==> config.mk <==
export PLATFORM = sky130hd
export DESIGN_NAME = fma_special_resolver
export DESIGN_NICKNAME = d
export VERILOG_FILES = /design/src/rtl/fma_special_resolver.sv
export SDC_FILE = /design/constraint.sdc
export NUM_CORES = 1
export LEC_CHECK = 0
export ABC_AREA = 0
export CORE_AREA = 2 2 106 108
export DETAILED_ROUTE_END_ITERATION = 10
export DIE_AREA = 0 0 108 110
export GPL_TIMING_DRIVEN = 1
export PLACE_DENSITY = 0.79
export REMOVE_ABC_BUFFERS = 1
export SLEW_MARGIN = 25
export SYNTH_ARGS = -nofsm -noshare
export SYNTH_HDL_FRONTEND = slang
export SYNTH_SLANG_ARGS = --single-unit
==> constraint.sdc <==
create_clock -name vclk -period 3.53
set_input_delay 0.8825 -clock vclk [all_inputs]
set_output_delay 0.8825 -clock vclk [all_outputs]
set_load 0.02 [all_outputs]
==> src/rtl/fma_special_resolver.sv <==
module fma_special_resolver #(
  parameter int EXP_W  = 11,
  parameter int FRAC_W = 52,
  parameter int DW     = EXP_W + FRAC_W + 1
) (
  input  logic          req_valid,
  input  logic          negate_prod,
  input  logic [2:0]    z_cls,
  input  logic [2:0]    x_cls,
  input  logic [2:0]    y_cls,
  input  logic          zs,
  input  logic          xs,
  input  logic          ys,
  input  logic [DW-1:0] z_op,
  input  logic [DW-1:0] x_op,
  input  logic [DW-1:0] y_op,
  output logic          byp_valid,
  output logic [DW-1:0] byp_result,
  output logic          invalid,
  output logic          proceed,
  output logic          prod_sign
);
  localparam logic [2:0] C_ZERO = 3'd0;
  localparam logic [2:0] C_INF  = 3'd3;
  localparam logic [2:0] C_QNAN = 3'd4;
  localparam logic [2:0] C_SNAN = 3'd5;
  localparam int QBIT = FRAC_W - 1;
  localparam logic [DW-1:0] QUIET_MASK = DW'(1) << QBIT;
  localparam logic [DW-1:0] DEF_NAN = {1'b0, {EXP_W{1'b1}}, 1'b1, {(FRAC_W-1){1'b0}}};

  function automatic logic [DW-1:0] make_inf(input logic s);
    return {s, {EXP_W{1'b1}}, {FRAC_W{1'b0}}};
  endfunction

  logic z_snan, z_qnan, z_inf;
  logic x_snan, x_qnan, x_nan, x_inf, x_zero;
  logic y_snan, y_qnan, y_inf, y_zero;

  assign z_snan = (z_cls == C_SNAN);
  assign z_qnan = (z_cls == C_QNAN);
  assign z_inf  = (z_cls == C_INF);
  assign x_snan = (x_cls == C_SNAN);
  assign x_qnan = (x_cls == C_QNAN);
  assign x_nan  = x_snan | x_qnan;
  assign x_inf  = (x_cls == C_INF);
  assign x_zero = (x_cls == C_ZERO);
  assign y_snan = (y_cls == C_SNAN);
  assign y_qnan = (y_cls == C_QNAN);
  assign y_inf  = (y_cls == C_INF);
  assign y_zero = (y_cls == C_ZERO);

  assign prod_sign = req_valid & (xs ^ ys ^ negate_prod);

  always_comb begin
    byp_valid  = 1'b0;
    byp_result = '0;
    invalid    = 1'b0;
    proceed    = 1'b0;
    if (req_valid) begin
      byp_valid = 1'b1;
      if (z_snan) begin
        byp_result = z_op | QUIET_MASK;
        invalid    = 1'b1;
      end else if (y_snan && !x_snan) begin
        byp_result = y_op | QUIET_MASK;
        invalid    = 1'b1;
      end else if (x_snan) begin
        byp_result = x_op | QUIET_MASK;
        invalid    = 1'b1;
      end else if (y_qnan && !x_nan) begin
        byp_result = y_op;
      end else if (x_qnan) begin
        byp_result = x_op;
      end else if ((x_inf && y_zero) || (x_zero && y_inf)) begin
        if (z_qnan) byp_result = z_op;
        else begin
          byp_result = DEF_NAN;
          invalid    = 1'b1;
        end
      end else if (x_inf || y_inf) begin
        byp_result = z_qnan ? z_op : make_inf(xs ^ ys);
      end else if (x_zero || y_zero) begin
        byp_result = z_inf ? make_inf(zs) : z_op;
      end else if (z_qnan) begin
        byp_result = z_op;
      end else if (z_inf) begin
        byp_result = make_inf(zs);
      end else begin
        byp_valid = 1'b0;
        proceed   = 1'b1;
      end
    end
  end

  always_comb begin
    if (req_valid === 1'b1) begin

      one_path_chk: assert (byp_valid ^ proceed);

      inv_needs_byp_chk: assert (!invalid || byp_valid);

      prod_sign_chk: assert (prod_sign == (xs ^ ys ^ negate_prod));
      if (z_cls == C_SNAN) begin

        z_snan_chk: assert (invalid && byp_valid && byp_result[QBIT]);
      end
    end else if (req_valid === 1'b0) begin

      idle_quiet_chk: assert (!byp_valid && !proceed && !invalid && !prod_sign && byp_result == '0);
    end
  end
endmodule

Yosys cells after proc, flatten, opt, wreduce, memory -nomap -nowiden

Index checks and enable logic that the tools add are counted.

Register bits after elaboration: 0
Input port bits: 206
Output and inout port bits: 68

Equality and inequality tests: 9
Mux-type cells: 44
Bitwise operators: 4
Reduce and logical (&&, ||, !) cells: 11

Operators by type and width:

| kind                                                             | number |
|---|---|
| 64-bit 2-to-1 mux                                                | 14 |
| 1-bit 2-to-1 mux                                                 | 30 |
| 3-bit == test (second input constant)                            | 6 |
| 3-bit by 2-bit == test with 1-bit output (second input constant) | 3 |
| 3-bit logical NOT                                                | 2 |
| 1-bit logical AND                                                | 4 |
| 1-bit logical OR                                                 | 3 |
| 1-bit logical NOT                                                | 2 |
| 1-bit bitwise XOR                                                | 2 |
| 1-bit bitwise AND                                                | 1 |
| 1-bit OR                                                         | 1 |

Logic depth before layout (Yosys ltp)

Gate-level depths: netlist (run 1).

Depth in word-level cells: 12
Mapped depth: 9
Gate-level depth less buffers: 5

Worst setup path before layout (run 1)

No wires, ideal clock.

Path kind: input to output
From: in x_cls[2]
To: out byp_result[1]
Arrival: 2.352 ns
Required time: 2.648 ns
Slack: 0.296 ns
Cell stages on the path: 7
Path through: buf_6 nand2b_1 a32oi_2 a21o_1 nand4_2 buf_6 o21ai_0

Cells in the longest elaborated chain, start to end: 11

RTL lines:

| what                | line | text |
|---|---|---|
| from (decl)         | 9    | `input logic [2:0] x_cls,` |
| 3-bit logical NOT   | 46   | `assign x_zero = (x_cls == C_ZERO);` |
| 1-bit logical OR    | 82   | `end else if (x_zero \|\| y_zero) begin` |
| 64-bit 2-to-1 mux   | 82   |  |
| 64-bit 2-to-1 mux   | 80   | `end else if (x_inf \|\| y_inf) begin` |
| 64-bit 2-to-1 mux   | 74   | `end else if ((x_inf && y_zero) \|\| (x_zero && y_inf)) begin` |
| 64-bit 2-to-1 mux   | 72   | `end else if (x_qnan) begin` |
| 64-bit 2-to-1 mux   | 70   | `end else if (y_qnan && !x_nan) begin` |
| 64-bit 2-to-1 mux   | 67   | `end else if (x_snan) begin` |
| 64-bit 2-to-1 mux * | 64   | `end else if (y_snan && !x_snan) begin` |
| 64-bit 2-to-1 mux * | 61   | `if (z_snan) begin` |
| 64-bit 2-to-1 mux * | 59   | `if (req_valid) begin` |
| to (decl)           | 18   | `output logic [DW-1:0] byp_result,` |

Every way passes the cells marked *; elsewhere a longest branch is shown, timed or not.

Final worst setup path (run 1)

From: in x_cls[2]
To: out byp_result[63]

The elaborated chain is that of the path after synthesis.

==> metrics.cfg, run 1 <==
[outcome]
status = completed

[cells_and_area]
regArea_um2 = 0
synthToLayoutAreaGrowth_pct = 121
final_cells = 964
final_core_util_pct = 65.7
nClkBuffers = 0
final_cell_mix = clkdlybuf4s50_1 (198), buf_4 (80), nor2_1 (65)
design.seq.count = 0
antennaDiodeCount = 0
design_area_um2 = 7030
final_common_cell = clkdlybuf4s50_1
nets = 1032
fill_cells = 945
final_layout_size_suffix_gt1_share_pct = 27.8

[critical_path]
slowest_delay_ns = 0.39
startpoint_type = primary input
path_class = primary input to primary output
crit_slowest_cell = or3_4
critPathArrivalTime_ns = 2.58
required_ns = 2.65
cp_max_fo = 7
end_kind = primary output
cp_cell_sequence = clkbuf_4 > buf_4 > nor2b_4 > buf_12 > or3_4 > o211a_1 > o2bb2ai_1 > a41o_1 > buf_2

[place]
place_hpwl_um = 14000
dpl.cell_count = 947
place_congestion = 0.972
portBuffers = 274
postPlaceCellArea_um2 = 6570
pre_cts_slack_ns = -0.856

[yosys]
synth_cells = 508
synth.cell_area_um2 = 3180
synth_cell_types = 55
yosysWarnings = 0
ys_seq_area_share_pct = 0
avgSynthCellArea_um2 = 6.25

[global_route]
grt_antenna_before_repair = 0
grt_pass1_vias = 6049
grt_start_max_net_pins = 44
grt_overflow = 0
grtUsageTotal_pct = 30.1
grt_pass1_wl_um = 29300

[detailed_routing]
finalWirelength_um = 20100
wl_per_cell_um = 20.9
drtIter0Drc = 727
antenna_left = 0
drc = 0
first_pass_iters = 5
vias = 6149
avgViaCountPerCell = 6.38

[floorplan]
core_area_um2 = 10700
dieWidth_um = 108
die_h_um = 110
die_area_um2 = 11900
pin_count = 274
start_util_pct = 29.7
num_rows = 38

[timing]
max_slew_margin_pct = 49.6
drv_slew = 0
finalCritPeriodShare_pct = 98.1
worst_slack_ns = 0.0658
fmax_mhz = 289
whs_ns = 2.43
finalSetupViolations = 0
hold_viol_final = 0
worst_pin_slew_ns = 0.755
finalCriticalPeriod_ns = 3.46
rsz0062_at_grt = false
setup_tns_ns = 0

[hold_path]
hold_path_class = primary input to primary output
hold_path_depth = 5
min_from = z_cls[1]
hold-path-endpoint = byp_result[63]

[power_and_ir_drop]
p_leak_nw = 2.69
p_per_area_nw_per_um2 = 150
vdd_ir_drop_max_mv = 0.0794
total_power_mw = 1.05

[clock_network]
cts_hold_buf = 0

[run]
drv_cap = 0

timing repair:
item                                    in CTS  in global routing
cloned                                       8                  1
buffers inserted                            10                  1
endpoints found under the setup margin      67                 62
gates resized for setup                    352                 81
pin swaps                                   11                 11
power breakdown:
| group | switching, mW | internal (mW) | leakage (nW) |
|---|---|---|---|
| Combinational | 0.499 | 0.555 | 2.69 |
| Sequential | 0 | 0 | 0 |
| Clock | 0 | 0 | 0 |
final cells by class:
| class | instances | area (µm²) | area share [%] |
|---|---|---|---|
| repair buffers | 378 | 3730 | 53.1 |
| multi-input cells | 444 | 3110 | 44.3 |
| well taps | 140 | 175 | 2.49 |
| inverters | 2 | 7.51 | 0.107 |
cell families after synthesis:
group,Yosys count,synth area share (%)
compound gates,227,56.0
buf+inv,64,11.5
xor+xnor,2,0.552
simple gates,213,31.3
mux,2,0.709
worst max-delay path: cells and delay by family:
kind | cells | cell delay [ns]
AO/OA/AOI/OAI | 3 | 0.56
AND/OR/NAND/NOR | 2 | 0.52
buffers and inverters | 4 | 0.62
how the worst max path moves through the flow:
| stage | start | to | slack, ns | depth (start not counted) |
|---|---|---|---|---|
| 2_1_floorplan | z_cls[1] | byp_result[63] | -1.26 | 5 |
| 3_3_place_gp | x_cls[2] | byp_result[30] | -0.80 | 8 |
| 3_5_place_dp | x_cls[2] | byp_result[12] | -0.86 | 8 |
| 4_1_cts | y_cls[2] | byp_result[6] | 0.005 | 10 |
| 5_1_grt | x_cls[2] | byp_result[11] | 0.004 | 9 |
| 6_report | x_cls[2] | byp_result[63] | 0.07 | 9 |
Yosys cell counts (3+ instances only):
cell type | instances | share of area [%]
nor2_1 | 67 | 7.9
nand3_1 | 56 | 8.8
nand2_1 | 55 | 6.5
o221ai_1 | 51 | 14
a311o_1 | 49 | 15
o21ai_1 | 39 | 6.1
clkbuf_1 | 31 | 3.7
o21ai_0 | 21 | 3.3
a21oi_1 | 15 | 2.4
buf_2 | 12 | 1.9
buf_6 | 12 | 4.3
o21ai_2 | 10 | 2.8
a221oi_1 | 8 | 2.2
o22ai_1 | 6 | 1.2
nand2b_1 | 5 | 0.99
nand3b_1 | 5 | 1.2
nor3_1 | 5 | 0.79
a22oi_1 | 4 | 0.95
buf_4 | 4 | 0.95
nor2b_1 | 4 | 0.79
clkbuf_2 | 3 | 0.47
o2111ai_1 | 3 | 0.83
o211ai_1 | 3 | 0.71
layer usage:
metal | vias to the layer above | share of wire [%] | GRT usage (%) | wire (µm)
li1 | 2690 | - | - | -
met1 | 2920 | 37 | 34.2 | 7440
met2 | 455 | 49 | 56.4 | 9950
met3 | 84 | 9.8 | 4.70 | 1980
met4 | 0 | 3.8 | 11.4 | 758
met5 | - | 0 | 0 | 0
No activity file was read; power rests on OpenSTA's default activity.
==> inputs of run 2 (changes only) <==
- MAX_ROUTING_LAYER: unset -> met4
==> metrics.cfg, run 2 (synthesized netlist as in run 1, its figures left out) <==
[outcome]
status = completed

[critical_path]
crit_slowest_cell = a32oi_4
worst-path-buf-inv = 5
critPathArrivalTime_ns = 2.59
cp_cell_sequence = clkbuf_4 > buf_6 > nand2b_4 > a32oi_4 > a21o_1 > nand4_4 > buf_12 > buf_16 > o21ai_4 > buf_6
startpoint_type = primary input
cp_common_cell = buf_6
required_ns = 2.65
crit_family = buffers and inverters
cp_max_fo = 8
path_class = primary input to primary output
slowest_delay_ns = 0.23
end_kind = primary output

[detailed_routing]
finalWirelength_um = 18700
wl_per_cell_um = 19.4
first_pass_iters = 6
vias = 5928
antenna_left = 0
avgViaCountPerCell = 6.13
drc = 0
drtIter0Drc = 739

[timing]
drv_slew = 0
hold_viol_final = 0
setup_tns_ns = 0
finalSetupViolations = 0
whs_ns = 2.48
max_slew_margin_pct = 70.3
worst_pin_slew_ns = 0.446
fmax_mhz = 288
finalCritPeriodShare_pct = 98.3
rsz0062_at_grt = false
worst_slack_ns = 0.0612
finalCriticalPeriod_ns = 3.47

[cells_and_area]
design_area_um2 = 6890
fill_cells = 925
antennaDiodeCount = 0
final_cell_mix = clkdlybuf4s50_1 (198), buf_4 (84), nor2_1 (66)
final_core_util_pct = 64.4
design.seq.count = 0
synthToLayoutAreaGrowth_pct = 117
final_common_cell = clkdlybuf4s50_1
final_cells = 967
regArea_um2 = 0
final_layout_size_suffix_gt1_share_pct = 27.4
nClkBuffers = 0
nets = 1035

[place]
pre_cts_slack_ns = -0.765
dpl.cell_count = 952
place_congestion = 0.990
postPlaceCellArea_um2 = 6610
place_hpwl_um = 14000
portBuffers = 274

[floorplan]
num_rows = 38
pin_count = 274
core_area_um2 = 10700
start_util_pct = 29.7
die_h_um = 110
dieWidth_um = 108
die_area_um2 = 11900

[global_route]
grtUsageTotal_pct = 29.6
grt_antenna_before_repair = 0
grt_pass1_vias = 5773
grt_pass1_wl_um = 28000
grt_start_max_net_pins = 44
grt_overflow = 0

[hold_path]
hold_path_class = primary input to primary output
hold-path-endpoint = byp_result[25]
hold_path_depth = 4
min_from = z_op[25]

[clock_network]
cts_hold_buf = 0

[run]
drv_cap = 0

[power_and_ir_drop]
total_power_mw = 1.01
p_leak_nw = 2.65
p_per_area_nw_per_um2 = 147
vdd_ir_drop_max_mv = 0.0841

## run 2: per-layer routing
layer / up-vias / part of all wire, % / GRT usage (%)
met5: - / 0 / -
met4: 0 / 3.1 / 9.62
met3: 45 / 9.3 / 3.23
met2: 397 / 50 / 54.0
met1: 2801 / 37 / 33.9
li1: 2685 / - / -
## run 2: cell type report
class	instances	area (µm²)	area share (%)
well taps	140	175	2.54
inverters	2	7.51	0.109
multi-input cells	444	3060	44.4
repair buffers	381	3650	52.9
## run 2: timing repair
action,CTS,global route
setup endpoints to repair,67,50
pin swaps,15,14
setup buffers,10,1
gates cloned,5,0
resized for setup,354,45
## run 2: worst max-delay path by stage
stage                         from              to  slack (ns)  cells past startpoint
after CTS                 y_cls[0]  byp_result[11]       0.001                      9
after global routing      x_cls[2]  byp_result[30]       0.001                     10
after floorplan           z_cls[1]  byp_result[63]       -1.26                      5
after detailed placement  y_cls[0]  byp_result[11]       -0.76                      8
after global placement    x_cls[1]  byp_result[61]       -0.73                      7
final                     x_cls[2]  byp_result[30]        0.06                     10
## run 2: power breakdown
part	switching (mW)	leakage [nW]	total [mW]	internal, mW
registers	0	0	0	0
logic	0.476	2.65	1.01	0.535
clock network	0	0	0	0
